`config.mk`:
```
export PLATFORM = sky130hd
export DESIGN_NAME = mbb_top
export DESIGN_NICKNAME = d
export VERILOG_FILES = /design/src/rtl/mbb_pkg.sv /design/src/rtl/mbb_fsm.sv /design/src/rtl/mbb_datapath.sv /design/src/rtl/mbb_top.sv
export SDC_FILE = /design/constraint.sdc
export NUM_CORES = 1
export LEC_CHECK = 0
export BUFFER_PORTS_ARGS = -buffer_cell sky130_fd_sc_hd__buf_2
export CORE_MARGIN = 5
export CORE_UTILIZATION = 40
export DETAILED_ROUTE_END_ITERATION = 12
export GPL_TIMING_DRIVEN = 0
export PLACE_DENSITY = 0.74
export SLEW_MARGIN = 25
export SYNTH_ARGS = -nofsm -noshare
export SYNTH_HDL_FRONTEND = slang
export SYNTH_SLANG_ARGS = --single-unit
```
`constraint.sdc`:
```
create_clock -name bclk -period 2 [get_ports bclk]
set_clock_uncertainty 0.2 [all_clocks]
set_input_delay 0 -clock bclk [delete_from_list [all_inputs] [get_ports bclk]]
set_output_delay 0 -clock bclk [all_outputs]
set_load 0.005 [all_outputs]
```
`src/rtl/mbb_pkg.sv`:
```
package mbb_pkg;
    typedef enum logic [1:0] {
        ST_IDLE    = 2'd0,
        ST_WAIT    = 2'd1,
        ST_BEAT_LO = 2'd2,
        ST_BEAT_HI = 2'd3
    } mbb_state_t;
endpackage

```
`src/rtl/mbb_fsm.sv`:
```
module mbb_fsm
    import mbb_pkg::*;
(
    input  logic       clk,
    input  logic       rst_n,
    input  logic       cs_n,
    input  logic       adv_n,
    input  logic       oe_n,
    input  logic       we_n,
    output mbb_state_t st,
    output logic       addr_load,
    output logic       rd_load,
    output logic       lo_load,
    output logic       reg_re,
    output logic       reg_we,
    output logic       drive
);
    mbb_state_t st_q, st_d;
    logic       rd_cyc_q;

    // Next-state decision; a high chip select at any edge aborts the access.
    always_comb begin
        st_d = st_q;
        if (cs_n) begin
            st_d = ST_IDLE;
        end else begin
            unique case (st_q)
                ST_IDLE:    if (!adv_n) st_d = ST_WAIT;
                ST_WAIT:    st_d = ST_BEAT_LO;
                ST_BEAT_LO: st_d = ST_BEAT_HI;
                ST_BEAT_HI: st_d = ST_IDLE;
                default:    st_d = ST_IDLE;
            endcase
        end
    end

    // State register with the direction captured at the address edge.
    always_ff @(posedge clk or negedge rst_n) begin
        if (!rst_n) begin
            st_q     <= ST_IDLE;
            rd_cyc_q <= 1'b0;
        end else begin
            st_q <= st_d;
            if (addr_load) rd_cyc_q <= we_n;
        end
    end

    // Outputs decoded from the present state, qualified by chip select.
    always_comb begin
        addr_load = 1'b0;
        rd_load   = 1'b0;
        lo_load   = 1'b0;
        reg_re    = 1'b0;
        reg_we    = 1'b0;
        drive     = 1'b0;
        unique case (st_q)
            ST_IDLE: begin
                addr_load = !cs_n && !adv_n;
            end
            ST_WAIT: begin
                reg_re  = rd_cyc_q && !cs_n;
                rd_load = rd_cyc_q && !cs_n;
            end
            ST_BEAT_LO: begin
                lo_load = !rd_cyc_q && !cs_n;
                drive   = rd_cyc_q && !cs_n && !oe_n;
            end
            ST_BEAT_HI: begin
                reg_we = !rd_cyc_q && !cs_n;
                drive  = rd_cyc_q && !cs_n && !oe_n;
            end
            default: ;
        endcase
    end

    assign st = st_q;


    abort_idle_chk: assert property (@(posedge clk) disable iff (!rst_n)
        cs_n |=> (st_q == ST_IDLE));


    re_single_chk: assert property (@(posedge clk) disable iff (!rst_n)
        reg_re |=> !reg_re);


    we_single_chk: assert property (@(posedge clk) disable iff (!rst_n)
        reg_we |=> !reg_we);


    we_re_excl_chk: assert property (@(posedge clk) disable iff (!rst_n)
        !(reg_we && reg_re));
endmodule

```
`src/rtl/mbb_datapath.sv`:
```
module mbb_datapath
    import mbb_pkg::*;
#(
    parameter int BEAT_W = 16,
    parameter int ADDR_W = 16,
    localparam int WORD_W = 2 * BEAT_W
) (
    input  logic              clk,
    input  logic              rst_n,
    input  mbb_state_t        st,
    input  logic              addr_load,
    input  logic              rd_load,
    input  logic              lo_load,
    input  logic [BEAT_W-1:0] ad_i,
    input  logic [WORD_W-1:0] reg_rdata,
    output logic [ADDR_W-1:0] reg_addr,
    output logic [WORD_W-1:0] reg_wdata,
    output logic [BEAT_W-1:0] ad_o
);
    logic [ADDR_W-1:0] addr_q;
    logic [BEAT_W-1:0] lo_q;
    logic [WORD_W-1:0] rd_q;

    always_ff @(posedge clk or negedge rst_n) begin
        if (!rst_n) begin
            addr_q <= '0;
            lo_q   <= '0;
            rd_q   <= '0;
        end else begin
            if (addr_load) addr_q <= ad_i[ADDR_W-1:0];
            if (lo_load)   lo_q   <= ad_i;
            if (rd_load)   rd_q   <= reg_rdata;
        end
    end

    assign reg_addr  = addr_q;
    assign reg_wdata = {ad_i, lo_q};
    assign ad_o      = (st == ST_BEAT_HI) ? rd_q[WORD_W-1:BEAT_W] : rd_q[BEAT_W-1:0];


    addr_hold_chk: assert property (@(posedge clk) disable iff (!rst_n)
        (st != ST_IDLE) |=> $stable(addr_q));


    rd_hold_chk: assert property (@(posedge clk) disable iff (!rst_n)
        (st == ST_BEAT_LO) |=> $stable(rd_q));
endmodule

```
`src/rtl/mbb_top.sv`:
```
module mbb_top
    import mbb_pkg::*;
#(
    parameter int BEAT_W = 16,
    parameter int ADDR_W = 16,
    localparam int WORD_W = 2 * BEAT_W
) (
    input  logic              bclk,
    input  logic              rst_n,
    input  logic              cs_n,
    input  logic              adv_n,
    input  logic              oe_n,
    input  logic              we_n,
    input  logic [BEAT_W-1:0] ad_i,
    output logic [BEAT_W-1:0] ad_o,
    output logic              ad_oe,
    output logic [ADDR_W-1:0] reg_addr,
    output logic              reg_re,
    input  logic [WORD_W-1:0] reg_rdata,
    output logic              reg_we,
    output logic [WORD_W-1:0] reg_wdata
);
    mbb_state_t st;
    logic       addr_load, rd_load, lo_load, drive;

    mbb_fsm u_fsm (
        .clk       (bclk),
        .rst_n     (rst_n),
        .cs_n      (cs_n),
        .adv_n     (adv_n),
        .oe_n      (oe_n),
        .we_n      (we_n),
        .st        (st),
        .addr_load (addr_load),
        .rd_load   (rd_load),
        .lo_load   (lo_load),
        .reg_re    (reg_re),
        .reg_we    (reg_we),
        .drive     (drive)
    );

    mbb_datapath #(
        .BEAT_W (BEAT_W),
        .ADDR_W (ADDR_W)
    ) u_dp (
        .clk       (bclk),
        .rst_n     (rst_n),
        .st        (st),
        .addr_load (addr_load),
        .rd_load   (rd_load),
        .lo_load   (lo_load),
        .ad_i      (ad_i),
        .reg_rdata (reg_rdata),
        .reg_addr  (reg_addr),
        .reg_wdata (reg_wdata),
        .ad_o      (ad_o)
    );

    assign ad_oe = drive;


    drive_beat_chk: assert property (@(posedge bclk) disable iff (!rst_n)
        ad_oe |-> (st == ST_BEAT_LO || st == ST_BEAT_HI));
endmodule

```
# Word level (Yosys, flattened, before mapping)
# Index checks and enable logic that the tools add are counted.
# word_totals
out_inout_bits	67
reg_bits	67
latch_bits	0
memories	0
mem_bits_rw	0
romBits	0
# op_classes
bitwise	0
mul	0
reduce_logical	10
shifts	0
eq_ne	4
addsub	0
div	0
mux	9
magnitude_cmp	0
# op_table
cell	n
2-to-1 mux 16 bit	1
case mux 2 bit (4 select lines)	1
2-to-1 mux 1 bit	5
== test 2 bit (second input constant)	2
logical AND 1 bit	4
logical NOT 1 bit	4
2-to-1 mux 2 bit	2
!= test 3 bit (second input constant)	1
== test 2 x 1 -> 1 bit (second input constant)	1
logical NOT 2 bit	1
OR reduction 2 bit	1

# Longest topological paths before layout
# Gate-level depths: netlist of run 1.
# logic_depth
depth_word	4
mapped_depth	5

# Cells and area by module
# From an unflattened synthesis of run 1, not the netlist that was laid out.
# unflattened
cells_unflattened	193
area_unflattened_um2	3046.7
# by_module_without_submodules
mod	seq_area_each_um2	n_inst	cells_per_inst	area_per_inst_um2
mbb_datapath	1601.5	1	170	2797.7
mbb_fsm	75.1	1	23	249.0

# Worst setup path after synthesis of run 1
# No wires, ideal clock.
# synth_timing
kind	flip-flop to flip-flop
startpoint	register u_fsm.st_q[0], in the netlist u_fsm.st[0]
endpoint	register u_dp.addr_q[0], in the netlist u_dp.reg_addr[0]
required_ns	1.675
path_stages_with_launch	6
period_less_slack_ns	1.893
setup_slack_ns	0.107
arrival_ns	1.568
setup_time_ns	0.125
cell_sequence	dfrtp_1 -> inv_1 -> ha_1 -> nor3b_4 -> buf_12 -> mux2_4
# synth_via
elab_chain_len	2
# synth_rtl
element	line_no	source
from (decl)	mbb_fsm.sv:18	mbb_state_t st_q, st_d;
from (signal assigned)	mbb_fsm.sv:43	st_q <= st_d;
logical NOT 2 bit	mbb_fsm.sv:56	unique case (st_q)
2-to-1 mux 1 bit	mbb_fsm.sv:56	
to (signal assigned)	mbb_datapath.sv:30	if (addr_load) addr_q <= ad_i[ADDR_W-1:0];
to (decl)	mbb_datapath.sv:20	logic [ADDR_W-1:0] addr_q;
# No other way between the ends.
# A chain may end at the register's enable or synchronous reset.

# Worst setup path after layout of run 1
# layout_timing
startpoint	register u_fsm.st_q[0], in the netlist u_fsm.st[0]
endpoint	register u_dp.addr_q[5], in the netlist u_dp.reg_addr[5]
# Same word-level chain as after synthesis.

==> impl_metrics.py, run 1 <==
metrics = {
    "yosys": {
        "syn_nets": 249,
        "synth_top_cell_area_share_pct": 56.07,
        "synth_area_leaders": "dfrtp_1, mux2_2, mux2_4",
        "ys_warn_count": 0,
        "synth.avg_cell_area_sq_um": 15.66,
        "syn_area_sq_um": 2990,
        "syn_inst": 191,
        "ys_seq_area_share_pct": 56.07,
        "synth_top_area_cell": "dfrtp_1",
        "synth-seq-cells": 67,
        "yosys.cell_types.count": 19,
    },
    "cts": {
        "cts_tree": "built",
        "cts_buffers": 9,
        "clk_latency_ns": 0.33,
        "htreeDepth": 3,
        "cts_sinks": 67,
        "path_clk_slew_ns": 0.08,
        "cts.path.max_buffers": 2,
        "cts_root_buf": "clkbuf_8",
    },
    "floorplanning": {
        "die_h_um": 96.47,
        "initial_core_util_pct": 41.23,
        "io-pin-count": 121,
        "dieArea_sq_um": 9306,
        "rows": 31,
        "core_area_sq_um": 7253,
        "chipWidth_um": 96.47,
    },
    "finish": {
        "layout_common_cells": "buf_2, mux2_2, dfrtp_1",
        "areaGrowthSynthToFinish_pct": 52.38,
        "nets": 441,
        "drive_gt1_share_pct": 65.21,
        "fill_cells": 509,
        "n_antenna_cell": 0,
        "stdcell_area_sq_um": 4557,
        "mostFrequentLayoutCell": "buf_2",
    },
    "routing": {
        "drc": 0,
        "via_per_inst": 4.561,
        "drtIter0Drc": 29,
        "wl_per_cell_um": 15.04,
        "antenna_left": 0,
        "drt-total-wl_um": 7324,
        "num_vias": 2221,
        "firstDrtPassIters": 4,
    },
    "setup_path": {
        "critPathLaunchType": "register",
        "crit_required_ns": 2.02,
        "r2r_cells": 5,
        "crit_start": "u_fsm.st[0]$_DFFE_PN0P_",
        "r2r_slack_ns": 0.09,
        "cp-endpoint": "u_dp.reg_addr[5]$_DFFE_PN0P_",
        "critPathKind": "reg -> reg",
        "r2r_end": "u_dp.reg_addr[5]$_DFFE_PN0P_",
        "worstReg2RegStart": "u_fsm.st[0]$_DFFE_PN0P_",
        "path_max_fanout": 10,
        "arrival_ns": 1.93,
        "cp-end-kind": "register",
    },
    "sta": {
        "min_period_ns": 1.908,
        "fin_crit_sh_pct": 95.41,
        "tightestPinTransition_ns": 0.3610,
        "hold_violations": 0,
        "slew_viol_final": 0,
        "rsz0062_at_grt": "no",
        "relSlewSlack_pct": 75.91,
        "final-setup-viol-count": 0,
        "hold-worst-slack_ns": 0.03621,
        "fmax_mhz": 524.0,
        "fin_ws_ns": 0.09174,
    },
    "pwr": {
        "power_density_nw_per_um2": 1121,
        "fin_total_pwr_mw": 5.108,
        "irDropWorstVdd_mv": 0.6273,
        "leakage_nw": 2.252,
    },
    "placed_design": {
        "post-place-ws_ns": -0.1451,
        "hpwl_um": 4836,
        "port_buffers": 119,
        "placed_cell_area_sq_um": 3732,
        "gp_congestion": 0.6817,
    },
    "global_route": {
        "globalRouteMet3Util_pct": 4.957,
        "grt_pass1_wl_um": 11340,
        "use_met2_pct": 28.51,
        "busiest_layer": "met2",
        "grt_max_degree": 42,
        "grt_pass1_vias": 2386,
        "antenna_found_initial": 0,
        "grt_overflow": 0,
        "grt_usage_pct": 16.07,
        "grt_use_met1_pct": 18.47,
    },
    "min_path": {
        "hold_path_class": "in -> out",
    },
    "flow_run": {
        "maxCapViolations": 0,
    },
    "run_status": {
        "status": "completed",
    },
}
==> layer usage <==
metal	share of wire [%]	vias up	wire, um
li1	-	1045	-
met1	40	1078	2939
met2	50	91	3626
met3	9.3	7	683
met4	1.0	0	74
met5	0	-	0
==> cell usage after synthesis <==
cell and instances:
mux2_2 69, dfrtp_1 67, buf_4 16, mux2_4 10, buf_2 5, ha_1 4
inv_1 3, a21oi_1 2, buf_6 2, mux2_1 2, nand3_1 2, nor3b_4 2
a21bo_2 1, a21o_1 1, buf_12 1, nand3b_4 1, nor2_1 1, nor3b_1 1
nor4b_1 1
==> stage by stage <==
step | TNS (ns) | util [%] | cells
after floorplan | 0 | - | 191
after global placement | -1.039 | 51.15 | 409
after detailed placement | -1.407 | 51.46 | 410
after CTS | 0 | 62.52 | 485
after global routing | 0 | 62.83 | 487
final | 0 | 62.83 | 487
==> flip-flops by register name (all words and copies together) (netlist names) <==
| signal | cells |
|---|---|
| u_dp.rd_q | 32 |
| u_dp.lo_q | 16 |
| u_dp.reg_addr | 16 |
| u_fsm.st | 2 |
| u_fsm.rd_cyc_q | 1 |
==> where the power goes <==
part	internal, mW	switching, mW	total [mW]
clock network	0.609	0.510	1.12
logic	1.12	0.610	1.73
registers	1.96	0.300	2.26
==> repair_timing <==
action	in CTS	in global routing
hold buffers	55	0
endpoints found under the hold margin	134	0
buffers inserted	4	4
endpoints found under the setup margin	27	37
resized for setup	3	5
==> cell type report <==
| class | count | area [sq um] | share of cell area (%) |
|---|---|---|---|
| Buffer | 23 | 188.9 | 4.146 |
| Clock inverter | 6 | 65.06 | 1.428 |
| Sequential cell | 67 | 1677 | 36.79 |
| Clock buffer | 10 | 137.6 | 3.020 |
| Multi-Input combinational cell | 97 | 1117 | 24.52 |
| Timing Repair Buffer | 182 | 1236 | 27.13 |
| Tap cell | 99 | 123.9 | 2.718 |
| Inverter | 3 | 11.26 | 0.2471 |
==> kinds of logic after synthesis <==
logic type      synth area share, %
fa+ha+maj                     1.674
mux                           31.76
flops                         56.07
simple gates                  2.929
buf+inv                       6.653
compound gates               0.9206
==> worst min path at each step <==
| stage | start | to | slack [ns] | cells past startpoint |
|---|---|---|---|---|
| floorplan | rst_n | u_dp.lo_q[0]$_DFFE_PN0P_ | -0.50 | 0 |
| global placement | cs_n | u_fsm.st[0]$_DFFE_PN0P_ | 0.01 | 2 |
| detailed placement | rst_n | u_dp.lo_q[15]$_DFFE_PN0P_ | -0.26 | 1 |
| CTS | oe_n | ad_oe | 0.04 | 3 |
| global route | oe_n | ad_oe | 0.05 | 3 |
| finish | oe_n | ad_oe | 0.04 | 3 |
==> critical path, cell delays in order, from the launching register on <==
cell and delay [ns]:
dfrtp_1 0.43, inv_2 0.08, ha_2 0.21, nor3b_4 0.37
buf_12 0.20, mux2_4 0.30
No activity file was read; power rests on OpenSTA's default activity.
==> run 2: changes to the inputs <==
Settings changed: ABC_AREA from default to 1, PLACE_DENSITY 0.74 to 0.73.
==> run 2 against run 1 <==
Against the previous run: combinational power rose by 13%; via count increased by 45%; setup slack improved by 0.021 ns; clock power is 14% higher; worst hold slack gained 0.0032 ns; register-to-register slack improved by 0.03 ns; sequential cell count unchanged; synthesized area grew 7.2%; die area grew 6.4%; critical endpoint is now ad_o[11]; critical path depth rose by 1; synthesized cell count grew 99%.
==> impl_metrics.py, run 2 <==
metrics = {
    "global_route": {
        "grt_overflow": 0,
        "grt_usage_pct": 19.65,
        "antenna_found_initial": 0,
        "grt_max_degree": 45,
        "grt_pass1_vias": 3295,
        "grt_pass1_wl_um": 15570,
    },
    "run_status": {
        "status": "completed",
    },
    "floorplanning": {
        "die_h_um": 99.52,
        "core_area_sq_um": 7767,
        "dieArea_sq_um": 9904,
        "rows": 32,
        "initial_core_util_pct": 41.27,
        "chipWidth_um": 99.52,
        "io-pin-count": 121,
    },
    "finish": {
        "fill_cells": 675,
        "layout_common_cells": "nand2_1, buf_2, dfrtp_1",
        "nets": 625,
        "drive_gt1_share_pct": 32.17,
        "seq_area_sq_um": 1677,
        "n_antenna_cell": 0,
        "multi_input_area_sq_um": 1221,
        "mostFrequentLayoutCell": "nand2_1",
        "areaGrowthSynthToFinish_pct": 48.17,
        "regMostFlops": "u_dp.rd_q",
        "largest_reg_flops": 32,
    },
    "routing": {
        "via_per_inst": 4.766,
        "antenna_left": 0,
        "drtIter0Drc": 87,
        "drt-total-wl_um": 9488,
        "drc": 0,
        "wl_per_cell_um": 14.08,
        "firstDrtPassIters": 4,
        "num_vias": 3212,
    },
    "setup_path": {
        "crit_required_ns": 1.80,
        "critPathLaunchType": "register",
        "path_max_fanout": 10,
        "cp-end-kind": "output port",
        "path_cells": "ha_1 -> buf_2 -> buf_2 -> nand2_1 -> nand2_1 -> buf_2",
        "r2r_cells": 6,
        "critPathKind": "reg -> out",
        "critPathSlowestCell": "dfrtp_1",
        "r2r_slack_ns": 0.12,
        "path_common_cell": "buf_2",
        "arrival_ns": 1.69,
        "cpPeakStageDelay_ns": 0.42,
        "r2r_end": "u_dp.lo_q[12]$_DFFE_PN0P_",
        "worstReg2RegStart": "u_fsm.st[0]$_DFFE_PN0P_",
    },
    "yosys": {
        "synth.avg_cell_area_sq_um": 8.436,
        "synth_top_cell_area_share_pct": 52.30,
        "syn_inst": 380,
        "ys_warn_count": 0,
        "synth-seq-cells": 67,
        "yosys.cell_types.count": 17,
        "synth_commonest_cells": "nand2_1, dfrtp_1, nand3_1, nand4_1, buf_4",
        "syn_area_sq_um": 3206,
        "synth_edf_count": 0,
        "synth_area_leaders": "dfrtp_1, nand2_1, nand4_1",
        "syn_nets": 438,
        "synth_top_flop_cell": "dfrtp_1",
        "synth_top_area_cell": "dfrtp_1",
        "async_reset_ff_share_pct": 100.0,
        "synth.most_common_cell": "nand2_1",
        "ys_seq_area_share_pct": 52.30,
    },
    "sta": {
        "slew_viol_final": 0,
        "tightestPinTransition_ns": 0.5288,
        "final-setup-viol-count": 0,
        "fin_crit_sh_pct": 94.37,
        "rsz0062_at_grt": "no",
        "min_period_ns": 1.887,
        "hold-worst-slack_ns": 0.03939,
        "relSlewSlack_pct": 64.75,
        "fmax_mhz": 529.8,
        "hold_violations": 0,
        "tns_ns": 0,
    },
    "placed_design": {
        "gp_congestion": 0.8270,
        "port_buffers": 119,
        "hpwl_um": 6525,
    },
    "pwr": {
        "power_density_nw_per_um2": 1159,
        "irDropWorstVdd_mv": 0.5234,
        "leakage_nw": 2.691,
    },
    "cts": {
        "cts_buffers": 9,
        "post-cts-setup-buffers": 0,
        "cts_root_buf": "clkbuf_8",
        "path_clk_slew_ns": 0.07,
        "cts_sinks": 67,
        "cts.path.max_buffers": 2,
        "cts_tree": "built",
        "clk_latency_ns": 0.33,
        "htreeDepth": 3,
    },
    "min_path": {
        "hold_path_class": "in -> out",
        "hold_end": "ad_oe",
        "hp-start": "oe_n",
        "hold_depth": 3,
    },
    "flow_run": {
        "maxCapViolations": 0,
    },
}
-- run 2: cell count changes after synthesis, moves of 6 or more --
cell,previous run,this run
nand2_1,0,183
mux2_2,69,0
buf_4,16,22
nand4_1,0,34
mux2_4,10,0
buf_2,5,16
nand3_1,2,34
-- run 2: worst max-delay path: cells and delay by family, from the launching register on --
kind / cells / cell delay [ns]
and+or+nand+nor: 2 / 0.17
DFF: 1 / 0.42
adders and majority gates: 1 / 0.16
buffers and inverters: 3 / 0.61
-- run 2: routing by layer --
| metal | up-vias | share of wire (%) | global-route usage (%) | wire, um |
|---|---|---|---|---|
| met4 | 0 | 1.8 | 6.933 | 171 |
| li1 | 1593 | - | - | - |
| met5 | - | 0 | 0 | 0 |
| met2 | 136 | 46 | 31.71 | 4356 |
| met1 | 1467 | 44 | 25.02 | 4152 |
| met3 | 16 | 8.5 | 6.031 | 807 |
-- run 2: through the flow --
stage	util (%)	std cells	area, sq um	worst slack [ns]	power [mW]
after floorplan	-	380	3206	0.5891	3.283
after global placement	50.58	601	3929	0.3406	4.084
after detailed placement	50.97	602	3959	0.3342	4.152
after CTS	61.15	674	4750	0.07994	5.531
after global routing	61.15	674	4750	0.005088	5.904
final	61.15	674	4750	0.1125	5.504
-- run 2: final cells by class --
type / instances / share of cell area [%]
Clock buffer: 10 / 2.898
Inverter: 6 / 0.5796
Buffer: 41 / 5.901
Tap cell: 102 / 2.687
Sequential cell: 67 / 35.30
Clock inverter: 6 / 1.844
Multi-Input combinational cell: 265 / 25.71
Timing Repair Buffer: 177 / 25.08
-- run 2: how the worst max path moves through the flow --
stage          slack, ns                     from  depth (start not counted)                            to
2_1_floorplan       0.59  u_fsm.st[0]$_DFFE_PN0P_                          5  u_dp.reg_addr[0]$_DFFE_PN0P_
3_3_place_gp        0.34  u_fsm.st[0]$_DFFE_PN0P_                          7                       ad_o[5]
3_5_place_dp        0.33  u_fsm.st[0]$_DFFE_PN0P_                          7                       ad_o[5]
4_1_cts             0.08  u_fsm.st[0]$_DFFE_PN0P_                          6                      ad_o[15]
5_1_grt            0.005  u_fsm.st[0]$_DFFE_PN0P_                          6                      ad_o[11]
6_report            0.11  u_fsm.st[0]$_DFFE_PN0P_                          6                      ad_o[11]
-- run 2: timing repair --
item / in CTS / in global routing
hold buffers: 57 / 0
endpoints found under the hold margin: 134 / 0
setup endpoints to repair: 10 / 10
resized for setup: 0 / 3
-- run 2: logic make-up (layout without fill, tap and decap cells) --
| logic type | count (synthesis) | after routing | share of synthesized area [%] |
|---|---|---|---|
| and+or+nand+nor | 261 | 261 | 36.53 |
| DFF | 67 | 67 | 52.30 |
| buffers and inverters | 48 | 240 | 9.602 |
| adders and majority gates | 4 | 4 | 1.561 |
-- run 2: where the power goes --
group / switching (mW) / internal (mW)
clock: 0.545 / 0.739
sequential: 0.318 / 1.95
combinational: 1.09 / 0.865
==> run 3: changes to the inputs <==
Settings changed: SYNTH_HIERARCHICAL from default to 1.
==> run 3 against run 2 <==
Against the previous run: power rose by 2.6%; critical endpoint is now u_dp/reg_addr[5]$_DFFE_PN0P_; cell count fell by 0.89%; sequential share of layout area rose by 0.67 points; critical path depth rose by 2; via count fell by 6.7%; worst hold slack got worse by 0.0046 ns; synthesized area fell by 0.98%; highest routed layer unchanged; maximum frequency rose by 1.1%.
==> impl_metrics.py, run 3 <==
metrics = {
    "sta": {
        "final-setup-viol-count": 0,
        "relSlewSlack_pct": 70.08,
        "fmax_mhz": 535.8,
        "slew_viol_final": 0,
        "tightestPinTransition_ns": 0.4489,
        "fin_ws_ns": 0.1338,
        "hold_violations": 0,
        "fin_crit_sh_pct": 93.31,
        "rsz0062_at_grt": "no",
        "min_period_ns": 1.866,
        "hold-worst-slack_ns": 0.03482,
    },
    "cts": {
        "path_clk_slew_ns": 0.07,
        "cts_tree": "built",
        "clk_latency_ns": 0.33,
        "cts_sinks": 67,
        "cts.path.max_buffers": 2,
        "post-cts-setup-buffers": 0,
        "cts_buffers": 9,
        "htreeDepth": 3,
        "cts_root_buf": "clkbuf_8",
    },
    "setup_path": {
        "r2r_slack_ns": 0.16,
        "cp-end-kind": "register",
        "arrival_ns": 1.87,
        "critPathSlowestCell": "dlygate4sd3_1",
        "path_cells": "dlygate4sd3_1 -> buf_2 -> nor2_1 -> dlygate4sd3_1 -> nand2_1 -> inv_2 -> buf_4 -> o21ai_0",
        "path_max_fanout": 10,
        "crit_buf_inv": 5,
        "critPathLaunchType": "primary input",
        "crit_cells": 8,
        "r2r_end": "u_dp/lo_q[15]$_DFFE_PN0P_",
        "worstReg2RegStart": "u_fsm/st[0]$_DFFE_PN0P_",
        "path_common_cell": "dlygate4sd3_1",
        "crit_required_ns": 2.00,
        "cp_top_family": "buffers and inverters",
        "cp-endpoint": "u_dp/reg_addr[5]$_DFFE_PN0P_",
        "cpPeakStageDelay_ns": 0.59,
        "r2r_cells": 6,
        "crit_start": "cs_n",
        "critPathKind": "in -> reg",
    },
    "floorplanning": {
        "rows": 32,
        "dieArea_sq_um": 9817,
        "die_h_um": 99.08,
        "initial_core_util_pct": 41.08,
        "chipWidth_um": 99.08,
        "core_area_sq_um": 7727,
        "io-pin-count": 121,
    },
    "yosys": {
        "synth_mux_area_share_pct": 0,
        "synth_fa_ha_area_share_pct": 1.971,
        "synth_commonest_cells": "nand2_1, inv_1, dfrtp_1",
        "syn_area_sq_um": 3174,
        "syn_nets": 435,
        "synth_edf_count": 0,
        "synth.most_common_cell": "nand2_1",
        "ys_warn_count": 6,
        "async_reset_ff_share_pct": 100.0,
        "yosys.area_share.simple_pct": 17.66,
        "synth_top_area_cell": "dfrtp_1",
        "synth.avg_cell_area_sq_um": 8.442,
        "synth-xor-area-share_pct": 0,
        "synth-seq-cells": 67,
        "synth_top_flop_cell": "dfrtp_1",
        "synth_area_leaders": "dfrtp_1, nand2_1, o21ai_0",
        "syn_inst": 376,
        "synth_top_cell_area_share_pct": 52.82,
        "synth_compound_area_share_pct": 10.09,
        "ys_seq_area_share_pct": 52.82,
        "synth_top_family_by_area": "simple AND/OR/NAND/NOR gates",
        "yosys.cell_types.count": 18,
    },
    "global_route": {
        "antenna_found_initial": 0,
        "grt_pass1_vias": 3142,
        "grt_usage_pct": 18.39,
        "grt_overflow": 0,
        "grt_pass1_wl_um": 14660,
        "grt_max_degree": 35,
    },
    "finish": {
        "final_cells": 668,
        "n_antenna_cell": 0,
        "nets": 621,
        "layout_common_cells": "buf_2, nand2_1, inv_1",
        "mostFrequentLayoutCell": "buf_2",
        "areaGrowthSynthToFinish_pct": 46.83,
        "fill_cells": 649,
        "largest_reg_flops": 32,
        "regMostFlops": "u_dp/rd_q",
        "drive_gt1_share_pct": 31.27,
        "stdcell_area_sq_um": 4661,
    },
    "placed_design": {
        "gp_congestion": 0.7721,
        "placed_cell_area_sq_um": 3925,
        "hpwl_um": 5951,
        "post-place-ws_ns": -0.04357,
        "port_buffers": 120,
        "placed_cells": 599,
    },
    "flow_run": {
        "maxCapViolations": 0,
    },
    "routing": {
        "via_per_inst": 4.487,
        "num_vias": 2997,
        "drtIter0Drc": 73,
        "drc": 0,
        "firstDrtPassIters": 4,
        "antenna_left": 0,
        "wl_per_cell_um": 13.16,
        "drt-total-wl_um": 8788,
    },
    "pwr": {
        "leakage_nw": 2.491,
        "irDropWorstVdd_mv": 0.6006,
        "power_density_nw_per_um2": 1212,
    },
    "min_path": {
        "hold_path_class": "in -> out",
    },
    "run_status": {
        "status": "completed",
    },
}
-- run 3: tightest hold or removal path: stages --
cell and delay (ns):
buf_2 0.08, nor3_1 0.04, buf_2 0.12
-- run 3: worst min-delay path by stage --
stage | start | endpoint | depth (start not counted) | slack [ns]
2_1_floorplan | rst_n | u_dp/lo_q[0]$_DFFE_PN0P_ | 0 | -0.50
3_3_place_gp | reg_rdata[24] | u_dp/rd_q[24]$_DFFE_PN0P_ | 3 | 0.01
3_5_place_dp | rst_n | u_dp/rd_q[1]$_DFFE_PN0P_ | 1 | -0.22
4_1_cts | oe_n | ad_oe | 3 | 0.04
5_1_grt | oe_n | ad_oe | 3 | 0.05
6_report | oe_n | ad_oe | 3 | 0.03
-- run 3: final cells by class --
type                            instances  area (sq um)  area share [%]
Tap cell                              102         127.6           2.738
Clock buffer                           13         168.9           3.624
Inverter                               71         266.5           5.718
Sequential cell                        67          1677           35.97
Multi-Input combinational cell        203         948.4           20.35
Timing Repair Buffer                  175          1164           24.97
Clock inverter                          2         10.01          0.2148
Buffer                                 35         299.0           6.416
-- run 3: what timing repair did --
| item | 4_1_cts | 5_1_grt |
|---|---|---|
| endpoints found under the hold margin | 134 | 0 |
| endpoints found under the setup margin | 15 | 16 |
| gates resized for setup | 1 | 9 |
| hold buffers | 54 | 0 |
-- run 3: logic make-up (layout without fill, tap and decap cells) --
kind of cell             after synthesis  in the layout
flip-flops                            67             67
buffers and inverters                106            296
adder cells (fa/ha/maj)                5              5
AO/OA/AOI/OAI                         64             64
AND/OR/NAND/NOR                      134            134
-- run 3: stage by stage --
stage,total power [mW],TNS (ns),util (%)
after CTS,5.658,0,60.17
after detailed placement,4.527,-0.2184,50.79
after floorplan,3.553,0,-
after global routing,6.147,0,60.31
final,5.647,0,60.31
after global placement,4.428,0,50.50
-- run 3: report_power, final --
part           switching (mW)  leakage (nW)  internal [mW]
combinational            1.19          1.58           1.03
sequential              0.381         0.815           2.03
clock                   0.470        0.0953          0.542
total                    2.05          2.49           3.60
-- run 3: per-layer routing --
metal	share of wire, %	GRT usage (%)	vias up
met1	43	22.46	1372
met4	1.1	6.408	0
met5	0	0	-
li1	-	-	1493
met3	7.7	5.308	10
met2	48	30.99	122
